===== config.mk =====
export PLATFORM = sky130hd
export DESIGN_NAME = spi_regport
export DESIGN_NICKNAME = d
export VERILOG_FILES = /design/src/rtl/spi_regport_pkg.sv /design/src/rtl/spi_front.sv /design/src/rtl/spi_cmd_ctrl.sv /design/src/rtl/spi_miso_tx.sv /design/src/rtl/spi_regport.sv
export SDC_FILE = /design/constraint.sdc
export NUM_CORES = 1
export LEC_CHECK = 0
export ABC_AREA = 1
export BUFFER_PORTS_ARGS = -buffer_cell sky130_fd_sc_hd__buf_2
export CAP_MARGIN = 20
export CORE_UTILIZATION = 60
export CTS_BUF_LIST = sky130_fd_sc_hd__clkbuf_2 sky130_fd_sc_hd__clkbuf_4 sky130_fd_sc_hd__clkbuf_8
export CTS_CLUSTER_SIZE = 30
export DETAILED_ROUTE_END_ITERATION = 6
export HOLD_SLACK_MARGIN = 0.03
export PLACE_DENSITY = 0.82
export SLEW_MARGIN = 20
export SYNTH_ARGS = -nofsm -noshare
export SYNTH_HDL_FRONTEND = slang
export SYNTH_SLANG_ARGS = --single-unit
export TNS_END_PERCENT = 30

===== constraint.sdc =====
create_clock -name clk -period 2.2 [get_ports clk]
set_input_delay 0.11 -clock clk [delete_from_list [all_inputs] [get_ports clk]]
set_output_delay 0.11 -clock clk [all_outputs]
set_load 0.02 [all_outputs]

===== src/rtl/spi_regport_pkg.sv =====
package spi_regport_pkg;
  localparam int BYTE_W   = 8;
  localparam int SHORT_AW = 6;
  localparam int LONG_AW  = 10;
  localparam int BUS_AW   = LONG_AW + 1;
  localparam int HI_W     = LONG_AW - 3;   // address bits carried by first long byte
  localparam int CNT_W    = $clog2(BYTE_W);

  // pin vector order inside the synchroniser
  localparam int PIN_SCK  = 0;
  localparam int PIN_CS   = 1;
  localparam int PIN_MOSI = 2;
  localparam int PIN_N    = 3;

  typedef enum logic [1:0] {
    ST_CMD0 = 2'd0,
    ST_CMD1 = 2'd1,
    ST_DATA = 2'd2,
    ST_DONE = 2'd3
  } port_state_e;
endpackage


===== src/rtl/spi_front.sv =====
module spi_front
  import spi_regport_pkg::*;
#(
  parameter int SYNC_STAGES = 2
) (
  input  logic clk,
  input  logic rst_n,
  input  logic sck,
  input  logic cs_n,
  input  logic mosi,
  output logic cs_act,
  output logic sck_rise,
  output logic sck_fall,
  output logic mosi_s
);
  localparam logic [PIN_N-1:0] PIN_IDLE = PIN_N'(1) << PIN_CS;

  logic [PIN_N-1:0] pins;
  logic [PIN_N-1:0] stg_q [SYNC_STAGES];
  logic             sck_prev_q;
  logic [PIN_N-1:0] pins_s;

  assign pins[PIN_SCK]  = sck;
  assign pins[PIN_CS]   = cs_n;
  assign pins[PIN_MOSI] = mosi;

  for (genvar g = 0; g < SYNC_STAGES; g++) begin : g_sync
    logic [PIN_N-1:0] stg_d;
    if (g == 0) begin : g_first
      assign stg_d = pins;
    end else begin : g_next
      assign stg_d = stg_q[g-1];
    end
    always_ff @(posedge clk or negedge rst_n) begin
      if (!rst_n) stg_q[g] <= PIN_IDLE;
      else        stg_q[g] <= stg_d;
    end
  end

  assign pins_s = stg_q[SYNC_STAGES-1];

  always_ff @(posedge clk or negedge rst_n) begin
    if (!rst_n) sck_prev_q <= 1'b0;
    else        sck_prev_q <= pins_s[PIN_SCK];
  end

  assign cs_act   = !pins_s[PIN_CS];
  assign mosi_s   = pins_s[PIN_MOSI];
  assign sck_rise = pins_s[PIN_SCK] && !sck_prev_q;
  assign sck_fall = !pins_s[PIN_SCK] && sck_prev_q;
endmodule


===== src/rtl/spi_cmd_ctrl.sv =====
module spi_cmd_ctrl
  import spi_regport_pkg::*;
(
  input  logic              clk,
  input  logic              rst_n,
  input  logic              cs_act,
  input  logic              sck_rise,
  input  logic              mosi_s,
  input  logic [BYTE_W-1:0] reg_rdata,
  output logic [BUS_AW-1:0] reg_addr,
  output logic              reg_wr,
  output logic [BYTE_W-1:0] reg_wdata,
  output logic              tx_load,
  output logic [BYTE_W-1:0] tx_byte
);
  port_state_e       state_q, state_n;
  logic [CNT_W-1:0]  bit_q, bit_n;
  logic [BYTE_W-2:0] rx_q, rx_n;
  logic [HI_W-1:0]   hi_q, hi_n;
  logic              wflag_q, wflag_n;
  logic [BUS_AW-1:0] addr_q, addr_n;
  logic              wr_q, wr_n;
  logic [BYTE_W-1:0] wdata_q, wdata_n;
  logic              inc_q, inc_n;
  logic              load_q, load_n;
  logic [BYTE_W-1:0] rx_byte;
  logic              byte_done;

  assign rx_byte   = {rx_q, mosi_s};
  assign byte_done = cs_act && sck_rise && (bit_q == CNT_W'(BYTE_W-1));

  always_comb begin
    state_n = state_q;
    bit_n   = bit_q;
    rx_n    = rx_q;
    hi_n    = hi_q;
    wflag_n = wflag_q;
    addr_n  = addr_q;
    wdata_n = wdata_q;
    wr_n    = 1'b0;
    inc_n   = 1'b0;
    load_n  = 1'b0;

    // deferred address step of a long burst, then refetch for reads
    if (inc_q) begin
      addr_n[LONG_AW-1:0] = addr_q[LONG_AW-1:0] + 1'b1;
      load_n              = !wflag_q;
    end

    if (!cs_act) begin
      state_n = ST_CMD0;
      bit_n   = '0;
    end else if (sck_rise) begin
      bit_n = bit_q + 1'b1;
      rx_n  = rx_byte[BYTE_W-2:0];
      if (byte_done) begin
        unique case (state_q)
          ST_CMD0: begin
            if (!rx_byte[BYTE_W-1]) begin
              addr_n  = {1'b0, {(LONG_AW-SHORT_AW){1'b0}}, rx_byte[SHORT_AW:1]};
              wflag_n = rx_byte[0];
              load_n  = !rx_byte[0];
              state_n = ST_DATA;
            end else begin
              hi_n    = rx_byte[HI_W-1:0];
              state_n = ST_CMD1;
            end
          end
          ST_CMD1: begin
            addr_n  = {1'b1, hi_q, rx_byte[BYTE_W-1:BYTE_W-3]};
            wflag_n = rx_byte[4];
            load_n  = !rx_byte[4];
            state_n = ST_DATA;
          end
          ST_DATA: begin
            if (wflag_q) begin
              wr_n    = 1'b1;
              wdata_n = rx_byte;
            end
            if (addr_q[BUS_AW-1]) inc_n   = 1'b1;
            else                  state_n = ST_DONE;
          end
          default: ;
        endcase
      end
    end
  end

  always_ff @(posedge clk or negedge rst_n) begin
    if (!rst_n) begin
      state_q <= ST_CMD0;
      bit_q   <= '0;
      rx_q    <= '0;
      hi_q    <= '0;
      wflag_q <= 1'b0;
      addr_q  <= '0;
      wr_q    <= 1'b0;
      wdata_q <= '0;
      inc_q   <= 1'b0;
      load_q  <= 1'b0;
    end else begin
      state_q <= state_n;
      bit_q   <= bit_n;
      rx_q    <= rx_n;
      hi_q    <= hi_n;
      wflag_q <= wflag_n;
      addr_q  <= addr_n;
      wr_q    <= wr_n;
      wdata_q <= wdata_n;
      inc_q   <= inc_n;
      load_q  <= load_n;
    end
  end

  assign reg_addr  = addr_q;
  assign reg_wr    = wr_q;
  assign reg_wdata = wdata_q;
  assign tx_load   = load_q;
  assign tx_byte   = reg_rdata;

  AST_WR_ONE_CYCLE: assert property (@(posedge clk) disable iff (!rst_n)
    wr_q |=> !wr_q);
  AST_LONG_STEP: assert property (@(posedge clk) disable iff (!rst_n)
    (wr_q && addr_q[BUS_AW-1]) |=>
      (addr_q[LONG_AW-1:0] == $past(addr_q[LONG_AW-1:0]) + LONG_AW'(1)));
  AST_SHORT_HOLD: assert property (@(posedge clk) disable iff (!rst_n)
    (wr_q && !addr_q[BUS_AW-1]) |=> $stable(addr_q));
  AST_NO_WR_IDLE: assert property (@(posedge clk) disable iff (!rst_n)
    !cs_act |=> !wr_q);
endmodule


===== src/rtl/spi_miso_tx.sv =====
module spi_miso_tx
  import spi_regport_pkg::*;
(
  input  logic              clk,
  input  logic              rst_n,
  input  logic              cs_act,
  input  logic              sck_fall,
  input  logic              tx_load,
  input  logic [BYTE_W-1:0] tx_byte,
  output logic              miso
);
  logic [BYTE_W-1:0] tx_q, tx_n;
  logic              miso_q, miso_n;

  always_comb begin
    tx_n   = tx_q;
    miso_n = miso_q;
    if (!cs_act) begin
      tx_n   = '0;
      miso_n = 1'b0;
    end else if (tx_load) begin
      tx_n = tx_byte;
    end else if (sck_fall) begin
      miso_n = tx_q[BYTE_W-1];
      tx_n   = {tx_q[BYTE_W-2:0], 1'b0};
    end
  end

  always_ff @(posedge clk or negedge rst_n) begin
    if (!rst_n) begin
      tx_q   <= '0;
      miso_q <= 1'b0;
    end else begin
      tx_q   <= tx_n;
      miso_q <= miso_n;
    end
  end

  assign miso = miso_q;

  AST_MISO_QUIET: assert property (@(posedge clk) disable iff (!rst_n)
    !cs_act |=> !miso_q);
endmodule


===== src/rtl/spi_regport.sv =====
module spi_regport
  import spi_regport_pkg::*;
#(
  parameter int SYNC_STAGES = 2
) (
  input  logic              clk,
  input  logic              rst_n,
  input  logic              sck,
  input  logic              cs_n,
  input  logic              mosi,
  output logic              miso,
  output logic [BUS_AW-1:0] reg_addr,
  output logic              reg_wr,
  output logic [BYTE_W-1:0] reg_wdata,
  input  logic [BYTE_W-1:0] reg_rdata
);
  logic [1:0]        rst_sync_q;
  logic              core_rst_n;
  logic              cs_act, sck_rise, sck_fall, mosi_s;
  logic              tx_load;
  logic [BYTE_W-1:0] tx_byte;

  // asynchronous assertion, synchronous release
  always_ff @(posedge clk or negedge rst_n) begin
    if (!rst_n) rst_sync_q <= 2'b00;
    else        rst_sync_q <= {rst_sync_q[0], 1'b1};
  end
  assign core_rst_n = rst_sync_q[1];

  spi_front #(.SYNC_STAGES(SYNC_STAGES)) i_front (
    .clk      (clk),
    .rst_n    (core_rst_n),
    .sck      (sck),
    .cs_n     (cs_n),
    .mosi     (mosi),
    .cs_act   (cs_act),
    .sck_rise (sck_rise),
    .sck_fall (sck_fall),
    .mosi_s   (mosi_s)
  );

  spi_cmd_ctrl i_ctrl (
    .clk       (clk),
    .rst_n     (core_rst_n),
    .cs_act    (cs_act),
    .sck_rise  (sck_rise),
    .mosi_s    (mosi_s),
    .reg_rdata (reg_rdata),
    .reg_addr  (reg_addr),
    .reg_wr    (reg_wr),
    .reg_wdata (reg_wdata),
    .tx_load   (tx_load),
    .tx_byte   (tx_byte)
  );

  spi_miso_tx i_miso (
    .clk      (clk),
    .rst_n    (core_rst_n),
    .cs_act   (cs_act),
    .sck_fall (sck_fall),
    .tx_load  (tx_load),
    .tx_byte  (tx_byte),
    .miso     (miso)
  );
endmodule


# ---- Word level (Yosys, flattened, before mapping)
# Index checks and enable logic that the tools add are counted.
dict set report word_totals {
  reg_bits 60
  input_bits 13
  out_inout_bits 21
  elab_cells 87
}
dict set report op_classes {
  n_addsub 2
  eq_ne 6
  muxes 38
  bitwise_logic 1
  n_reduce_logical 23
}
# operator n
set ops {}
lappend ops {{two-way mux 10 bit} 4}
lappend ops {{two-way mux 8 bit} 3}
lappend ops {{case mux 11 bit (2 select lines)} 1}
lappend ops {{two-way mux 1 bit} 19}
lappend ops {{AND reduction 5 bit} 3}
lappend ops {{two-way mux 11 bit} 1}
lappend ops {{adder 10 x 1 -> 10 bit (second input constant)} 1}
lappend ops {{two-way mux 2 bit} 5}
lappend ops {{nonzero test 2 bit} 4}
lappend ops {{zero test 1 bit} 6}
lappend ops {{two-way mux 3 bit} 2}
lappend ops {{case mux 2 bit (3 select lines)} 1}
lappend ops {{logical AND 1 bit} 4}
lappend ops {{inequality test 2 bit (second input constant)} 2}
lappend ops {{case mux 1 bit (2 select lines)} 2}
lappend ops {{AND reduction 2 bit} 2}
lappend ops {{AND reduction 4 bit} 1}
lappend ops {{nonzero test 4 bit} 1}
lappend ops {{adder 3 x 1 -> 3 bit (second input constant)} 1}
lappend ops {{equality test 3 bit (second input constant)} 1}
lappend ops {{inequality test 3 bit (second input constant)} 1}
lappend ops {{nonzero test 3 bit} 1}
lappend ops {{equality test 2 x 1 -> 1 bit (second input constant)} 1}
lappend ops {{equality test 2 bit (second input constant)} 1}
lappend ops {{other kinds (2)} 2}

# ---- Longest topological paths before layout
dict set report logic_depth {
  ltp_word 7
  depth_mapped 9
}

# ---- Hierarchy
# A second synthesis with hierarchy kept.
dict set report hier_totals {
  hier_cells 317
  hier_area_um2 2831.5
}
# mod instances cells_each area_each_um2
set by_module_without_submodules {}
lappend by_module_without_submodules {spi_cmd_ctrl 1 238 2090.8}
lappend by_module_without_submodules {spi_miso_tx 1 64 490.5}
lappend by_module_without_submodules {spi_front 1 12 196.4}
lappend by_module_without_submodules {spi_regport 1 3 53.8}

# ---- Least setup slack after synthesis
# OpenSTA, ideal clock, no wires.
dict set report synth_timing {
  path_type {reg2reg}
  startpoint {reg i_ctrl.state_q[0]}
  endpoint {reg i_ctrl.addr_q[3], in the netlist i_ctrl.reg_addr[3]}
  setup_ns 0.124
  t_arrival_ns 1.337
  required_time_ns 2.076
  path_slack_ns 0.739
  stages_incl_launch_ff 9
  n_path_buf 1
  period_less_slack_ns 1.461
  cell_sequence {dfrtp_1 > inv_1 > ha_1 > nand2_1 > o21ai_0 > nand2_2 > buf_6 > nand2_1 > nand3_1}
}
dict set report synth_via {
  elab_chain_len 5
}
# item line
set synth_rtl {}
lappend synth_rtl {{start, declared} spi_cmd_ctrl.sv:16} ;# port_state_e state_q, state_n;
lappend synth_rtl {{start signal, assigned} spi_cmd_ctrl.sv:102} ;# state_q <= state_n;
lappend synth_rtl {{equality test 2 x 1 -> 1 bit / zero test 2 bit (equally long branches)} spi_cmd_ctrl.sv:57} ;# unique case (state_q)
lappend synth_rtl {{case mux 11 bit (2 select lines) *} spi_cmd_ctrl.sv:57}
lappend synth_rtl {{two-way mux 10 bit *} spi_cmd_ctrl.sv:56} ;# if (byte_done) begin
lappend synth_rtl {{two-way mux 10 bit *} spi_cmd_ctrl.sv:53} ;# end else if (sck_rise) begin
lappend synth_rtl {{two-way mux 10 bit *} spi_cmd_ctrl.sv:50} ;# if (!cs_act) begin
lappend synth_rtl {{named net i_ctrl.addr_n[3]} spi_cmd_ctrl.sv:21} ;# logic [BUS_AW-1:0] addr_q, addr_n;
lappend synth_rtl {{end signal, assigned} spi_cmd_ctrl.sv:107} ;# addr_q <= addr_n;
lappend synth_rtl {{end, declared} spi_cmd_ctrl.sv:21}
# The timed path passes the listed nets; every way through them passes the cells marked *.
# A chain may end at the register's enable or synchronous reset.

# ---- Worst setup path after layout
dict set report layout_timing {
  startpoint {reg i_ctrl.state_q[1]}
  endpoint {reg i_ctrl.addr_q[1], in the netlist i_ctrl.reg_addr[1]}
}
# The elaborated chain is that of the path after synthesis.

==> flow_summary.json <==
{
  "drive_above_1_share_pct": 20.8,
  "grt_pass1_vias": 2025,
  "ys_warn_count": 0,
  "clkSinkCount": 60,
  "numCtsBuffers": 9,
  "wl_per_cell_um": 12.8,
  "fillers": 333,
  "syn_avg_cell_area_sq_um": 9.10,
  "firstDrtPassIters": 6,
  "critical_path_class": "reg -> reg",
  "setup_viol": 0,
  "synth_enable_flop_cells": 0,
  "synthCells": 298,
  "slew_viol_final": 0,
  "violations": "DRC",
  "fmax_mhz": 576,
  "dp_hpwl_um": 3630,
  "min-delay-path-class": "in -> reg",
  "start_util_pct": 62.3,
  "ys_seq_area_share_pct": 55.4,
  "clockRootBuffer": "clkbuf_8",
  "slowest_delay_ns": 0.41,
  "die_y_um": 69.2,
  "num_antenna_cells": 0,
  "grt_max_degree": 34,
  "slew_headroom_pct": 62.8,
  "fin_hold_ws_ns": 0.0365,
  "cp-start-kind": "register",
  "cp_slowest_cell": "dfrtp_1",
  "grt_first_pass_wirelength_um": 9030,
  "cts.hold.buffers_added": 4,
  "viasPerCell": 5.25,
  "cp.required_ns": 2.40,
  "postRouteAntennaNets": 0,
  "finalWirelength_um": 5080,
  "maxCapViolCount": 0,
  "ys_ff_latch": 60,
  "ir_drop_mv": 0.508,
  "yosysMostFrequentCell": "nand2_1",
  "drtIter0Drc": 126,
  "finalClockSkew_ns": 0.00763,
  "yosys-top-cells-count": "nand2_1, dfrtp_1, inv_1, nand3_1, o21ai_0",
  "cp_cell_sequence": "inv_1 > ha_1 > nand2_1 > o21ai_0 > nand2_2 > o211ai_1 > nand2_1",
  "clk_pin_slew_ns": 0.06,
  "async_flop_share_pct": 100,
  "grt_use_total_pct": 24.2,
  "pin_count": 34,
  "leakage_nw": 1.63,
  "clk_path_buf_depth": 2,
  "synth.area.top_cells": "dfrtp_1, nand2_1, nand3_1",
  "crit_path_frequent_cell": "nand2_1",
  "areaGrowthSynthToFinish_pct": 16.1,
  "period_share_pct": 78.9,
  "path_buf_inv": 1,
  "register_area_sq_um": 1510,
  "synth_area_leader_cell": "dfrtp_1",
  "dieWidth_um": 69.2,
  "setup-tns-final_ns": 0,
  "cellPowerDensity_nw_per_um2": 767,
  "cts_tree": "done",
  "vias": 2088,
  "fin_crit_ns": 1.74,
  "htreeDepth": 3,
  "rsz0062_at_grt": "no",
  "synthFlopType": "dfrtp_1",
  "postCtsSetupBuffers": 0,
  "grt-ovfl-total": 0,
  "cts_resized": 0,
  "drcViolationCount": 1,
  "multi_input_area_sq_um": 1040,
  "cpLargestDelayFamily": "simple AND/OR/NAND/NOR gates",
  "insertion_delay_ns": 0.33,
  "gp_congestion": 0.820,
  "syn-cell-area_sq_um": 2710,
  "die_area_sq_um": 4790,
  "finalHoldViolCount": 0,
  "syn_nets": 317,
  "fp-row-count": 24,
  "synthDistinctLibCells": 30,
  "end_kind": "register",
  "final_nets": 360,
  "port_buffers": 33,
  "synth_top_area_share_pct": 53.5,
  "crit_path_max_fanout": 15,
  "cp.arrival_ns": 1.94,
  "antenna_found_initial": 0,
  "tightestPinTransition_ns": 0.559,
  "run_status": "finished with violations",
  "core_sq_um": 4350
}
-- logic make-up (layout without fill, tap and decap cells) --
kind of cell / count (synthesis) / count (layout) / synth area share [%]
AND/OR/NAND/NOR: 144 / 144 / 24.3
flip-flops: 60 / 60 / 55.4
AO/OA/AOI/OAI: 50 / 50 / 11.0
buffers and inverters: 36 / 84 / 6.04
adder cells (fa/ha/maj): 6 / 6 / 2.77
other: 1 / 1 / 0.138
XOR/XNOR: 1 / 1 / 0.323
-- final timing paths --
| path | from | endpoint | slack [ns] | cells past startpoint |
|---|---|---|---|---|
| worst min register to register | rst_sync_q[1] | i_front.pins_s[0] | 0.26 | 0 |
| worst max-delay path | i_ctrl.state_q[1] | i_ctrl.reg_addr[1] | 0.46 | 7 |
| max in group asynchronous | rst_sync_q[1] | i_ctrl.rx_q[4] | 1.38 | 1 |
| worst max register to register | i_ctrl.state_q[1] | i_ctrl.reg_addr[1] | 0.46 | 7 |
| worst min-delay path | reg_rdata[0] | i_miso.tx_q[0] | 0.04 | 3 |
| min in group asynchronous | rst_n | rst_sync_q[1] | 0.09 | 2 |
-- worst min-delay path: cells and delay by family --
family / cells / cell delay, ns
AO/OA/AOI/OAI: 1 / 0.07
AND/OR/NAND/NOR: 1 / 0.06
buffers and inverters: 1 / 0.08
-- power by group --
group	total, mW	leakage (nW)	internal, mW	switching [mW]
clock	0.913	0.104	0.537	0.375
sequential	1.21	0.801	1.16	0.0517
combinational	0.290	0.721	0.0888	0.201
-- state kept, by name (all words and copies together) (netlist names) --
| register | flops |
|---|---|
| i_miso.miso | 1 |
| i_ctrl.reg_wdata | 8 |
| i_ctrl.rx_q | 7 |
| i_ctrl.reg_addr | 11 |
| i_ctrl.inc_q | 1 |
| i_front.g_sync.stg_d | 3 |
| i_ctrl.wflag_q | 1 |
| i_ctrl.bit_q | 3 |
| i_ctrl.hi_q | 7 |
| i_front.sck_prev_q | 1 |
| i_miso.tx_q | 8 |
| rst_sync_q | 2 |
| i_ctrl.tx_load | 1 |
| i_front.pins_s | 3 |
| i_ctrl.reg_wr | 1 |
| i_ctrl.state_q | 2 |
-- placed cells by master (no fill, tap or decap), drive strengths merged --
master       count
nand4            4
clkinv           2
conb             1
dlygate4sd3      4
dfstp            2
nand3           29
clkbuf          15
buf             34
o22ai            3
nand2           88
nor2            19
inv             29
o31ai            4
xor2             1
o21ai           37
o211ai           1
ha               6
a21oi            3
dfrtp           58
or2              2
a31oi            2
nand3b           2
-- cell type report --
type                    count  area share (%)
flip-flops and latches     60            47.8
multi-input cells         202            33.2
inverters                  30            3.66
clock inverters             1           0.159
repair buffers             38            7.15
well taps                  52            2.07
clock buffers              15            5.96
-- stage by stage --
stage          setup slack (ns)  instance area, sq um  power [mW]  utilization (%)  cells
2_1_floorplan             0.409                  2710        1.43                -    298
3_3_place_gp              0.604                  2920        1.50             67.0    378
3_5_place_dp              0.530                  2920        1.51             67.0    378
4_1_cts                   0.463                  3150        2.43             72.3    398
5_1_grt                   0.315                  3150        2.53             72.3    398
6_report                  0.465                  3150        2.41             72.3    398
-- per-layer routing --
metal	routed length (um)	global-route usage, %
met5	0	0
met4	75	9.75
met3	174	5.38
met2	2420	36.9
met1	2410	34.0
Power figures use the tool's default switching activity.
